==> config.mk <==
export PLATFORM = sky130hd
export DESIGN_NAME = hbus_seq
export DESIGN_NICKNAME = d
export VERILOG_FILES = /design/src/rtl/hbs_pkg.sv /design/src/rtl/hbs_pick.sv /design/src/rtl/hbs_plan.sv /design/src/rtl/hbs_wdog.sv /design/src/rtl/hbus_seq.sv
export SDC_FILE = /design/constraint.sdc
export NUM_CORES = 1
export LEC_CHECK = 0
export BUFFER_PORTS_ARGS = -buffer_cell sky130_fd_sc_hd__clkbuf_2
export CORE_MARGIN = 2
export CORE_UTILIZATION = 30
export DETAILED_ROUTE_END_ITERATION = 8
export PLACE_DENSITY_LB_ADDON = 0.1
export SLEW_MARGIN = 20
export SYNTH_ARGS = -nofsm -noshare
export SYNTH_HDL_FRONTEND = slang
export SYNTH_HIERARCHICAL = 1
export SYNTH_SLANG_ARGS = --single-unit
==> constraint.sdc <==
create_clock -name clk -period 3.07 [get_ports clk]
set_input_delay 0.307 -clock clk [delete_from_list [all_inputs] [get_ports clk]]
set_output_delay 0.307 -clock clk [all_outputs]
set_load 0.05 [all_outputs]
==> src/rtl/hbs_pkg.sv <==
package hbs_pkg;
    localparam int HW_BITS = 16;
    localparam int NUM_HW  = 4;

    typedef enum logic {
        S_IDLE = 1'b0,
        S_RUN  = 1'b1
    } seq_state_e;
endpackage

==> src/rtl/hbs_pick.sv <==
// Lowest-set-bit finder over a pending-slot mask.
module hbs_pick #(
    parameter int N = 4,
    localparam int IDX_W = (N > 1) ? $clog2(N) : 1
) (
    input  logic [N-1:0]     mask,
    output logic [IDX_W-1:0] idx,
    output logic             any
);
    always_comb begin
        idx = '0;
        any = 1'b0;
        for (int i = N - 1; i >= 0; i--) begin
            if (mask[i]) begin
                idx = IDX_W'(i);
                any = 1'b1;
            end
        end
    end
endmodule

==> src/rtl/hbs_plan.sv <==
// Decides which halfword slots need a bus cycle and checks alignment.
module hbs_plan #(
    parameter int NUM_HW = 4
) (
    input  logic [2:0]          addr_lo,
    input  logic [2*NUM_HW-1:0] be,
    input  logic                dw,
    input  logic                rep,
    output logic [NUM_HW-1:0]   mask,
    output logic                misalign
);
    localparam int HALF = NUM_HW / 2;

    for (genvar i = 0; i < NUM_HW; i++) begin : g_slot
        logic in_range;
        if (i < HALF) begin : g_low
            assign in_range = 1'b1;
        end else begin : g_high
            assign in_range = dw;
        end
        assign mask[i] = in_range & (rep | (|be[2*i +: 2]));
    end

    assign misalign = dw ? (|addr_lo) : (|addr_lo[1:0]);

    always_comb begin
        if (rep) assert (misalign || $countones(mask) == (dw ? NUM_HW : HALF))
            else $error("p_rep_all_slots_r4");
    end
endmodule

==> src/rtl/hbs_wdog.sv <==
// Acknowledge watchdog: counts strobe clocks of the current bus cycle.
module hbs_wdog #(
    parameter int LIM_W = 8
) (
    input  logic             clk,
    input  logic             rst_n,
    input  logic             active,
    input  logic             ack,
    input  logic [LIM_W-1:0] limit,
    output logic             expire
);
    logic [LIM_W-1:0] cnt_d, cnt_q;
    logic             armed;
    logic             at_end;

    assign armed  = active && !ack && (limit != '0);
    assign at_end = (cnt_q == limit - LIM_W'(1));
    assign expire = armed && at_end;

    always_comb begin
        cnt_d = '0;
        if (armed && !at_end) cnt_d = cnt_q + LIM_W'(1);
    end

    always_ff @(posedge clk or negedge rst_n) begin
        if (!rst_n) cnt_q <= '0;
        else        cnt_q <= cnt_d;
    end

    p_cnt_bound_r8: assert property (@(posedge clk) disable iff (!rst_n)
        active && (limit != '0) |-> cnt_q < limit);
endmodule

==> src/rtl/hbus_seq.sv <==
module hbus_seq
    import hbs_pkg::*;
#(
    parameter int ADDR_W = 12,
    parameter int LIM_W  = 8,
    localparam int PA_W   = ADDR_W - 1,
    localparam int DATA_W = HW_BITS * NUM_HW,
    localparam int BE_W   = 2 * NUM_HW,
    localparam int IDX_W  = $clog2(NUM_HW)
) (
    input  logic              clk,
    input  logic              rst_n,
    input  logic              req_valid,
    input  logic [ADDR_W-1:0] req_addr,
    input  logic [DATA_W-1:0] req_wdata,
    input  logic [BE_W-1:0]   req_be,
    input  logic              req_dw,
    input  logic              req_write,
    input  logic              cfg_inc_off,
    input  logic [IDX_W-1:0]  cfg_sel,
    input  logic [LIM_W-1:0]  cfg_wd_limit,
    input  logic              cfg_irq_en,
    input  logic              wd_clear,
    output logic              busy,
    output logic              cpl_done,
    output logic [DATA_W-1:0] cpl_rdata,
    output logic              cpl_timeout,
    output logic              cpl_misalign,
    output logic              wd_flag,
    output logic              berr_irq,
    output logic              pb_strobe,
    output logic              pb_write,
    output logic [PA_W-1:0]   pb_addr,
    output logic [1:0]        pb_lane,
    output logic [HW_BITS-1:0] pb_wdata,
    input  logic [HW_BITS-1:0] pb_rdata,
    input  logic              pb_ack
);
    typedef struct packed {
        seq_state_e        st;
        logic [NUM_HW-1:0] pend;
        logic [IDX_W-1:0]  idx;
        logic [PA_W-1:0]   base;
        logic [IDX_W-1:0]  roff;
        logic              rep;
        logic              wr;
        logic [LIM_W-1:0]  lim;
        logic [DATA_W-1:0] wdat;
        logic [BE_W-1:0]   be;
        logic [DATA_W-1:0] rdat;
        logic              done;
        logic              tmo;
        logic              mis;
        logic              wflag;
    } seq_regs_t;

    seq_regs_t d, q;

    logic [NUM_HW-1:0] plan_mask;
    logic              plan_mis;
    logic [IDX_W-1:0]  first_idx, next_idx;
    logic              first_any, next_any;
    logic [NUM_HW-1:0] rest_mask;
    logic              wd_expire;
    logic [IDX_W-1:0]  sel_eff;
    logic [IDX_W-1:0]  slot_off;

    hbs_plan #(.NUM_HW(NUM_HW)) u_plan (
        .addr_lo  (req_addr[2:0]),
        .be       (req_be),
        .dw       (req_dw),
        .rep      (cfg_inc_off),
        .mask     (plan_mask),
        .misalign (plan_mis)
    );

    hbs_pick #(.N(NUM_HW)) u_pick_first (
        .mask (plan_mask),
        .idx  (first_idx),
        .any  (first_any)
    );

    assign rest_mask = q.pend & ~(NUM_HW'(1) << q.idx);

    hbs_pick #(.N(NUM_HW)) u_pick_next (
        .mask (rest_mask),
        .idx  (next_idx),
        .any  (next_any)
    );

    hbs_wdog #(.LIM_W(LIM_W)) u_wdog (
        .clk    (clk),
        .rst_n  (rst_n),
        .active (pb_strobe),
        .ack    (pb_ack),
        .limit  (q.lim),
        .expire (wd_expire)
    );

    assign sel_eff  = req_dw ? cfg_sel : (cfg_sel & IDX_W'(NUM_HW / 2 - 1));
    assign slot_off = q.rep ? q.roff : q.idx;

    assign pb_strobe    = (q.st == S_RUN);
    assign pb_write     = q.wr;
    assign pb_addr      = q.base + PA_W'(slot_off);
    assign pb_lane      = q.rep ? 2'b11 : q.be[2*q.idx +: 2];
    assign pb_wdata     = q.wdat[HW_BITS*q.idx +: HW_BITS];
    assign busy         = (q.st == S_RUN);
    assign cpl_done     = q.done;
    assign cpl_rdata    = q.rdat;
    assign cpl_timeout  = q.tmo;
    assign cpl_misalign = q.mis;
    assign wd_flag      = q.wflag;
    assign berr_irq     = q.wflag & cfg_irq_en;

    always_comb begin
        d      = q;
        d.done = 1'b0;
        if (wd_clear) d.wflag = 1'b0;
        unique case (q.st)
            S_IDLE: begin
                if (req_valid) begin
                    d.base = req_addr[ADDR_W-1:1];
                    d.roff = sel_eff;
                    d.rep  = cfg_inc_off;
                    d.wr   = req_write;
                    d.lim  = cfg_wd_limit;
                    d.wdat = req_wdata;
                    d.be   = req_be;
                    d.rdat = '0;
                    d.tmo  = 1'b0;
                    d.mis  = 1'b0;
                    d.pend = '0;
                    if (plan_mis) begin
                        d.done = 1'b1;
                        d.mis  = 1'b1;
                    end else if (!first_any) begin
                        d.done = 1'b1;
                    end else begin
                        d.st   = S_RUN;
                        d.pend = plan_mask;
                        d.idx  = first_idx;
                    end
                end
            end
            S_RUN: begin
                if (pb_ack) begin
                    if (!q.wr) d.rdat[HW_BITS*q.idx +: HW_BITS] = pb_rdata;
                    d.pend = rest_mask;
                    if (next_any) begin
                        d.idx = next_idx;
                    end else begin
                        d.st   = S_IDLE;
                        d.done = 1'b1;
                    end
                end else if (wd_expire) begin
                    d.st    = S_IDLE;
                    d.pend  = '0;
                    d.done  = 1'b1;
                    d.tmo   = 1'b1;
                    d.wflag = 1'b1;
                    d.rdat  = q.wr ? '0 : '1;
                end
            end
            default: d.st = S_IDLE;
        endcase
    end

    always_ff @(posedge clk or negedge rst_n) begin
        if (!rst_n) begin
            q    <= '0;
            q.st <= S_IDLE;
        end else begin
            q <= d;
        end
    end

    // bus cycle fields hold until acknowledged or aborted
    p_strobe_stable_r6: assert property (@(posedge clk) disable iff (!rst_n)
        pb_strobe && !pb_ack && !wd_expire |=> pb_strobe && $stable(pb_addr)
            && $stable(pb_lane) && $stable(pb_wdata) && $stable(pb_write));

    p_busy_done_r10: assert property (@(posedge clk) disable iff (!rst_n)
        $fell(busy) |-> cpl_done);

    p_mis_quiet_r7: assert property (@(posedge clk) disable iff (!rst_n)
        cpl_done && cpl_misalign |-> !pb_strobe && !cpl_timeout);

    p_tmo_abort_r8: assert property (@(posedge clk) disable iff (!rst_n)
        wd_expire |=> cpl_done && cpl_timeout && !pb_strobe && wd_flag);

    p_sticky_r9: assert property (@(posedge clk) disable iff (!rst_n)
        wd_flag && !wd_clear |=> wd_flag);

    p_lane_live_r3: assert property (@(posedge clk) disable iff (!rst_n)
        pb_strobe && !q.rep |-> pb_lane != 2'b00);
endmodule

After elaboration in Yosys (flattened, before gate mapping)
Cells that the tools add are included.
{"block": "word_totals", "register_bits": 178, "inputBits": 119, "output_inout_bits": 101, "word_cells": 108}
{"block": "classes", "addsub": 4, "eq_ne": 10, "n_shift": 5, "mux": 45, "bitwise_logic": 10, "reduce_logical": 18}
{"op": "$mux 169", "n": 1}
{"op": "$pmux 66 s2", "n": 1}
{"op": "$mux 64", "n": 2}
{"op": "$mux 66", "n": 1}
{"op": "$mux 65", "n": 1}
{"op": "$bwmux 64", "n": 1}
{"op": "$shift 16x34->64 const A", "n": 1}
{"op": "$shiftx 16x34->64", "n": 1}
{"op": "$shiftx 64x7->16", "n": 1}
{"op": "$neg 6->34", "n": 1}
{"op": "$mux 2", "n": 13}
{"op": "$mux 1", "n": 19}
{"op": "$mux 7", "n": 2}
{"op": "$pmux 7 s2", "n": 1}
{"op": "$add 11x2->11", "n": 1}
{"op": "$mux 5", "n": 2}
{"op": "$ne 2x2->1 const B", "n": 5}
{"op": "$reduce_or 2->1", "n": 5}
{"op": "$add 8x1->8 const B", "n": 1}
{"op": "$eq 8x8->1", "n": 1}
{"op": "$mux 8", "n": 1}
{"op": "$reduce_bool 8->1", "n": 1}
{"op": "$shiftx 8x4->2", "n": 1}
{"op": "$sub 8x1->8 const B", "n": 1}
{"op": "15 further kinds", "n": 27}

Longest topological paths before layout
{"block": "logic_depth", "depth_word": 11, "mapped_depth": 13, "mapped_depth_nobuf": 11}

Cells and area by module
The synthesis kept the hierarchy.
{"module": "hbus_seq", "instances": 1, "cells_per_inst": 892, "area_per_inst_um2": 8313.0, "seq_area_each_um2": 4254.1}
{"module": "hbs_wdog", "instances": 1, "cells_per_inst": 85, "area_per_inst_um2": 732.0, "seq_area_each_um2": 200.2}
{"module": "hbs_pick", "instances": 2, "cells_per_inst": 7, "area_per_inst_um2": 35.0, "seq_area_each_um2": 0.0}
{"module": "hbs_plan", "instances": 1, "cells_per_inst": 5, "area_per_inst_um2": 41.3, "seq_area_each_um2": 0.0}

Least setup slack after synthesis
Ideal clock, no wire load.
{"block": "synth_path", "path_kind": "flip-flop to output port", "from": "reg q[163] in the netlist's numbering", "to": "out pb_addr[10]", "arrival_ns": 2.747, "t_required_ns": 2.763, "path_slack_ns": 0.016, "stages_incl_launch_ff": 9, "n_path_buf": 0, "cell_sequence": "dfrtp_1 > inv_2 > o21ai_0 > ha_1 > inv_1 > fa_1 > nor3b_1 > nand3_1 > xnor2_1"}
{"block": "synth_via", "elab_chain_len": 2}
{"element": "start, declared", "line_no": "hbus_seq.sv:57", "source": "seq_regs_t d, q;"}
{"element": "$mux 2", "line_no": "hbus_seq.sv:101", "source": "assign slot_off = q.rep ? q.roff : q.idx;"}
{"element": "$add 11x2->11", "line_no": "hbus_seq.sv:105", "source": "assign pb_addr = q.base + PA_W'(slot_off);"}
{"element": "end, declared", "line_no": "hbus_seq.sv:33", "source": "output logic [PA_W-1:0] pb_addr,"}
Every way passes these cells.

Worst setup path in the final report
{"block": "layout_path", "from": "reg q[163] in the netlist's numbering", "to": "out pb_addr[6]"}
The elaborated chain is that of the path after synthesis.

==> key figures <==
Run status
  • Status: complete, no violations

Placed design
  • Placed cells: 1,496
  • Pre-CTS setup slack: 0.335 ns
  • Final weighted congestion in routability-driven placement: 0.783
  • Placed standard-cell area: 10,100 um^2
  • Count of input and output buffers: 219
  • Post-DP HPWL: 17,900 um

Route
  • Count of antenna-violating nets left after detailed routing: 0
  • Vias per cell: 4.77
  • # DRC: 0
  • Detailed-route via count: 7,302
  • Length of the first detailed-routing pass in iterations: 5
  • Routed length per instance: 17.0 um
  • Post-Route WL: 26,100 um
  • Starting DRC count in detailed routing: 461

GRT
  • Total gr overflow: 0
  • Maximum number of pins on one net before global-route repair: 99
  • Antenna violations before repair: 3
  • First-pass GRT wire length: 41,200 um
  • GRT Overall Usage: 16.7%
  • Via count of the first global-routing pass: 7,254

Clock tree
  • CTS buffer count: 17
  • Worst-Skew Late Latency: 0.44 ns
  • H-tree levels: 4
  • TritonCTS clock tree: built
  • Root Driver: sky130_fd_sc_hd__clkbuf_16
  • Clock sink total: 178
  • Clock-pin transition on the worst setup and hold timing paths: 0.08 ns
  • Number of buffers on the longest clock path: 2

Finish
  • Final Util: 36.1%
  • Area added between synthesis and finish: 17.7%
  • Proportion of layout cells with a drive suffix above 1: 27.5%
  • Finished layout cell area: 10,800 um^2
  • Number of nets in the layout: 1,260
  • Non-filler instance count after layout: 1,531

Floorplanning
  • Core region area: 29,900 um^2
  • Area of the die: 31,900 um^2
  • Rows: 63
  • Num ports: 220
  • Die extent in x: 179 um
  • Die Ht: 179 um
  • Initial core utilization: 30.6%

Power and ir drop
  • Final Power: 8.31 mW
  • Worst vdd rail ir drop: 0.433 mV
  • Standby leakage power: 5.47 nW
  • Pwr per Cell Area: 771 nW/um^2

Setup path
  • Critical path launch point: q[163]
  • Total buffers and inverters traversed by the critical path: 4
  • Arrival time of data at the critical path endpoint: 2.55 ns
  • Origin of the critical flop-to-flop path: q[140]
  • Kind of cell adding the most delay to the critical path: adder cells
  • Kind of start point of the critical path: register
  • Critical Setup Path Class: reg -> out
  • Largest fanout on the critical path: 6
  • Sequence of cells on the critical path: inv_2 > o21ai_1 > ha_1 > inv_1 > fa_1 > nor3b_2 > buf_4 > xor2_1 > buf_2
  • FF-to-FF path depth: 11
  • CP max-delay cell: sky130_fd_sc_hd__fa_1
  • Number of stages on the worst setup path: 9
  • Endpoint class of the critical path: output port
  • Peak per-stage delay on the critical path: 0.44 ns
  • Required time at the worst-slack endpoint: 2.76 ns

Synth
  • Cell area after technology mapping: 9160 um^2
  • Flip-flop cell with the highest count after synthesis: sky130_fd_sc_hd__dfrtp_1
  • Mapped Avg Cell Area: 9.19 um^2
  • Net Count, Synth: 1,129
  • Number of synthesis warnings: 6
  • Proportion of netlist area held by the largest area contributor: 48.6%
  • Leading area contributor after synthesis: sky130_fd_sc_hd__dfrtp_1
  • Count of flip-flops with a built-in enable after synthesis: 0
  • Top area cells in the synthesized netlist: sky130_fd_sc_hd__dfrtp_1, sky130_fd_sc_hd__nand2_1, sky130_fd_sc_hd__buf_4
  • #FFs+latches synth: 178
  • Cells after synthesis: 996
  • Distinct cells, synth: 62
  • Post-synth ARST share: 100%
  • Sequential share of the synthesized area: 48.6%

Timing
  • Maximum achievable frequency: 0.351 GHz
  • Smallest setup slack after layout: 0.218 ns
  • Transition time at the pin with the least slew margin: 0.859 ns
  • Relative slew slack: 42.8%
  • Part of the cycle the worst path needs: 92.9%
  • Worst hold slack across all endpoints: 0.0439 ns
  • Setup repair after global routing missed its margin: no
  • Sum of negative setup slack: 0 ns
  • Worst-case clock skew: 0.0241 ns
  • Number of hold-slack violations in the final timing report: 0
  • Max-slew violation count: 0
  • Number of setup violations in the final report: 0
  • Min cycle time layout: 2.85 ns

Worst hold path
  • Hold Path Stages: 2
  • Hold path start: wd_clear
  • Class of the tightest hold or removal check: in -> reg

Job
  • Max-Cap Viols: 0
synthesized netlist by cell type, types with 3 or more instances:
library cell / instances
sky130_fd_sc_hd__a211oi_1: 16
sky130_fd_sc_hd__a21o_1: 16
sky130_fd_sc_hd__a21oi_1: 61
sky130_fd_sc_hd__a22o_1: 5
sky130_fd_sc_hd__a22oi_1: 3
sky130_fd_sc_hd__a31oi_1: 49
sky130_fd_sc_hd__a31oi_2: 3
sky130_fd_sc_hd__and3_1: 3
sky130_fd_sc_hd__buf_2: 30
sky130_fd_sc_hd__buf_4: 74
sky130_fd_sc_hd__buf_6: 4
sky130_fd_sc_hd__clkbuf_1: 17
sky130_fd_sc_hd__dfrtp_1: 178
sky130_fd_sc_hd__ha_1: 13
sky130_fd_sc_hd__inv_1: 12
sky130_fd_sc_hd__mux4_2: 18
sky130_fd_sc_hd__nand2_1: 320
sky130_fd_sc_hd__nand2b_1: 6
sky130_fd_sc_hd__nand3_1: 12
sky130_fd_sc_hd__nand3b_1: 5
sky130_fd_sc_hd__nor2_1: 58
sky130_fd_sc_hd__nor2b_1: 7
sky130_fd_sc_hd__nor3_1: 5
sky130_fd_sc_hd__o21ai_0: 11
sky130_fd_sc_hd__or3_1: 3
sky130_fd_sc_hd__xnor2_1: 12
sky130_fd_sc_hd__xor2_1: 10
flip-flops by register name, indices dropped and copies added (netlist names):
register / cells
cpl_done: 1
wd_flag: 1
cpl_misalign: 1
cpl_timeout: 1
pb_write: 1
busy: 1
u_wdog/cnt_q: 8
cpl_rdata: 64
q: 100
worst reg2reg max path, cell delays in order (launching register included):
cell                        delay, ns
sky130_fd_sc_hd__dfrtp_1         0.46
sky130_fd_sc_hd__inv_1           0.10
sky130_fd_sc_hd__ha_1            0.27
sky130_fd_sc_hd__o21ba_1         0.18
sky130_fd_sc_hd__a22oi_1         0.18
sky130_fd_sc_hd__o2111ai_1       0.15
sky130_fd_sc_hd__a21oi_1         0.18
sky130_fd_sc_hd__o211a_1         0.30
sky130_fd_sc_hd__nand2b_4        0.11
sky130_fd_sc_hd__a31o_4          0.36
sky130_fd_sc_hd__a211oi_1        0.31
sky130_fd_sc_hd__a21o_1          0.12
power by group:
group	leakage (nW)	internal, mW	switching, mW
clock network	0.300	1.18	1.10
registers	2.23	2.70	0.236
logic	2.93	0.860	2.23
cells in the final DEF (no fill, tap or decap), types with 6 or more instances in the layout:
master	synthesis	final
sky130_fd_sc_hd__xor2_1	10	10
sky130_fd_sc_hd__a31oi_1	49	49
sky130_fd_sc_hd__buf_4	74	15
sky130_fd_sc_hd__clkbuf_16	0	17
sky130_fd_sc_hd__a21o_1	16	16
sky130_fd_sc_hd__xnor2_1	12	12
sky130_fd_sc_hd__nand2_1	320	320
sky130_fd_sc_hd__o21ai_0	11	10
sky130_fd_sc_hd__a211oi_1	16	16
sky130_fd_sc_hd__clkbuf_2	2	215
sky130_fd_sc_hd__ha_1	13	13
sky130_fd_sc_hd__mux4_2	18	18
sky130_fd_sc_hd__dfrtp_1	178	177
sky130_fd_sc_hd__nor2b_1	7	6
sky130_fd_sc_hd__nand3_1	12	12
sky130_fd_sc_hd__nor2_1	58	58
sky130_fd_sc_hd__inv_1	12	12
sky130_fd_sc_hd__nand2b_1	6	6
sky130_fd_sc_hd__a21oi_1	61	61
final timing paths:
kind                                  to  slack, ns
setup / recovery              pb_addr[6]       0.22
hold / removal                   wd_flag       0.04
setup reg to reg            cpl_rdata[0]       0.30
max in group asynchronous         q[139]       1.67
min in group asynchronous  cpl_rdata[27]       0.51
hold reg to reg                   q[124]       0.47
cell type report:
cell class / instances / area, um^2
Fill cell: 3145 / 19100
Sequential cell: 178 / 4460
Multi-Input combinational cell: 677 / 3850
Timing Repair Buffer: 239 / 1310
Tap cell: 390 / 488
Clock buffer: 17 / 425
Clock inverter: 15 / 184
Inverter: 14 / 52.6
Antenna cell: 1 / 2.50
cell families (layout without fill, tap and decap cells):
| kind of cell | count (synthesis) | count (layout) | share of synthesized area (%) |
|---|---|---|---|
| buf+inv | 141 | 285 | 9.58 |
| xor+xnor | 22 | 22 | 2.10 |
| fa+ha+maj | 14 | 14 | 2.00 |
| flops | 178 | 178 | 48.6 |
| simple gates | 439 | 439 | 20.1 |
| other cells | 0 | 1 | 0 |
| compound gates | 183 | 183 | 13.0 |
| mux | 19 | 19 | 4.54 |
timing repair:
item | in CTS | in global routing
buffers inserted | 0 | 1
pin swaps | 0 | 1
resized for setup | 1 | 7
hold endpoints to repair | 4 | 0
setup endpoints to repair | 2 | 36
hold buffers | 1 | 0
routing by layer:
metal	vias up	wire, um	global-route usage (%)
met5	-	22	0
met4	4	174	3.83
met3	13	2120	5.66
met2	213	12500	27.2
met1	3524	11300	21.4
li1	3548	-	-
Power figures use the tool's default switching activity.
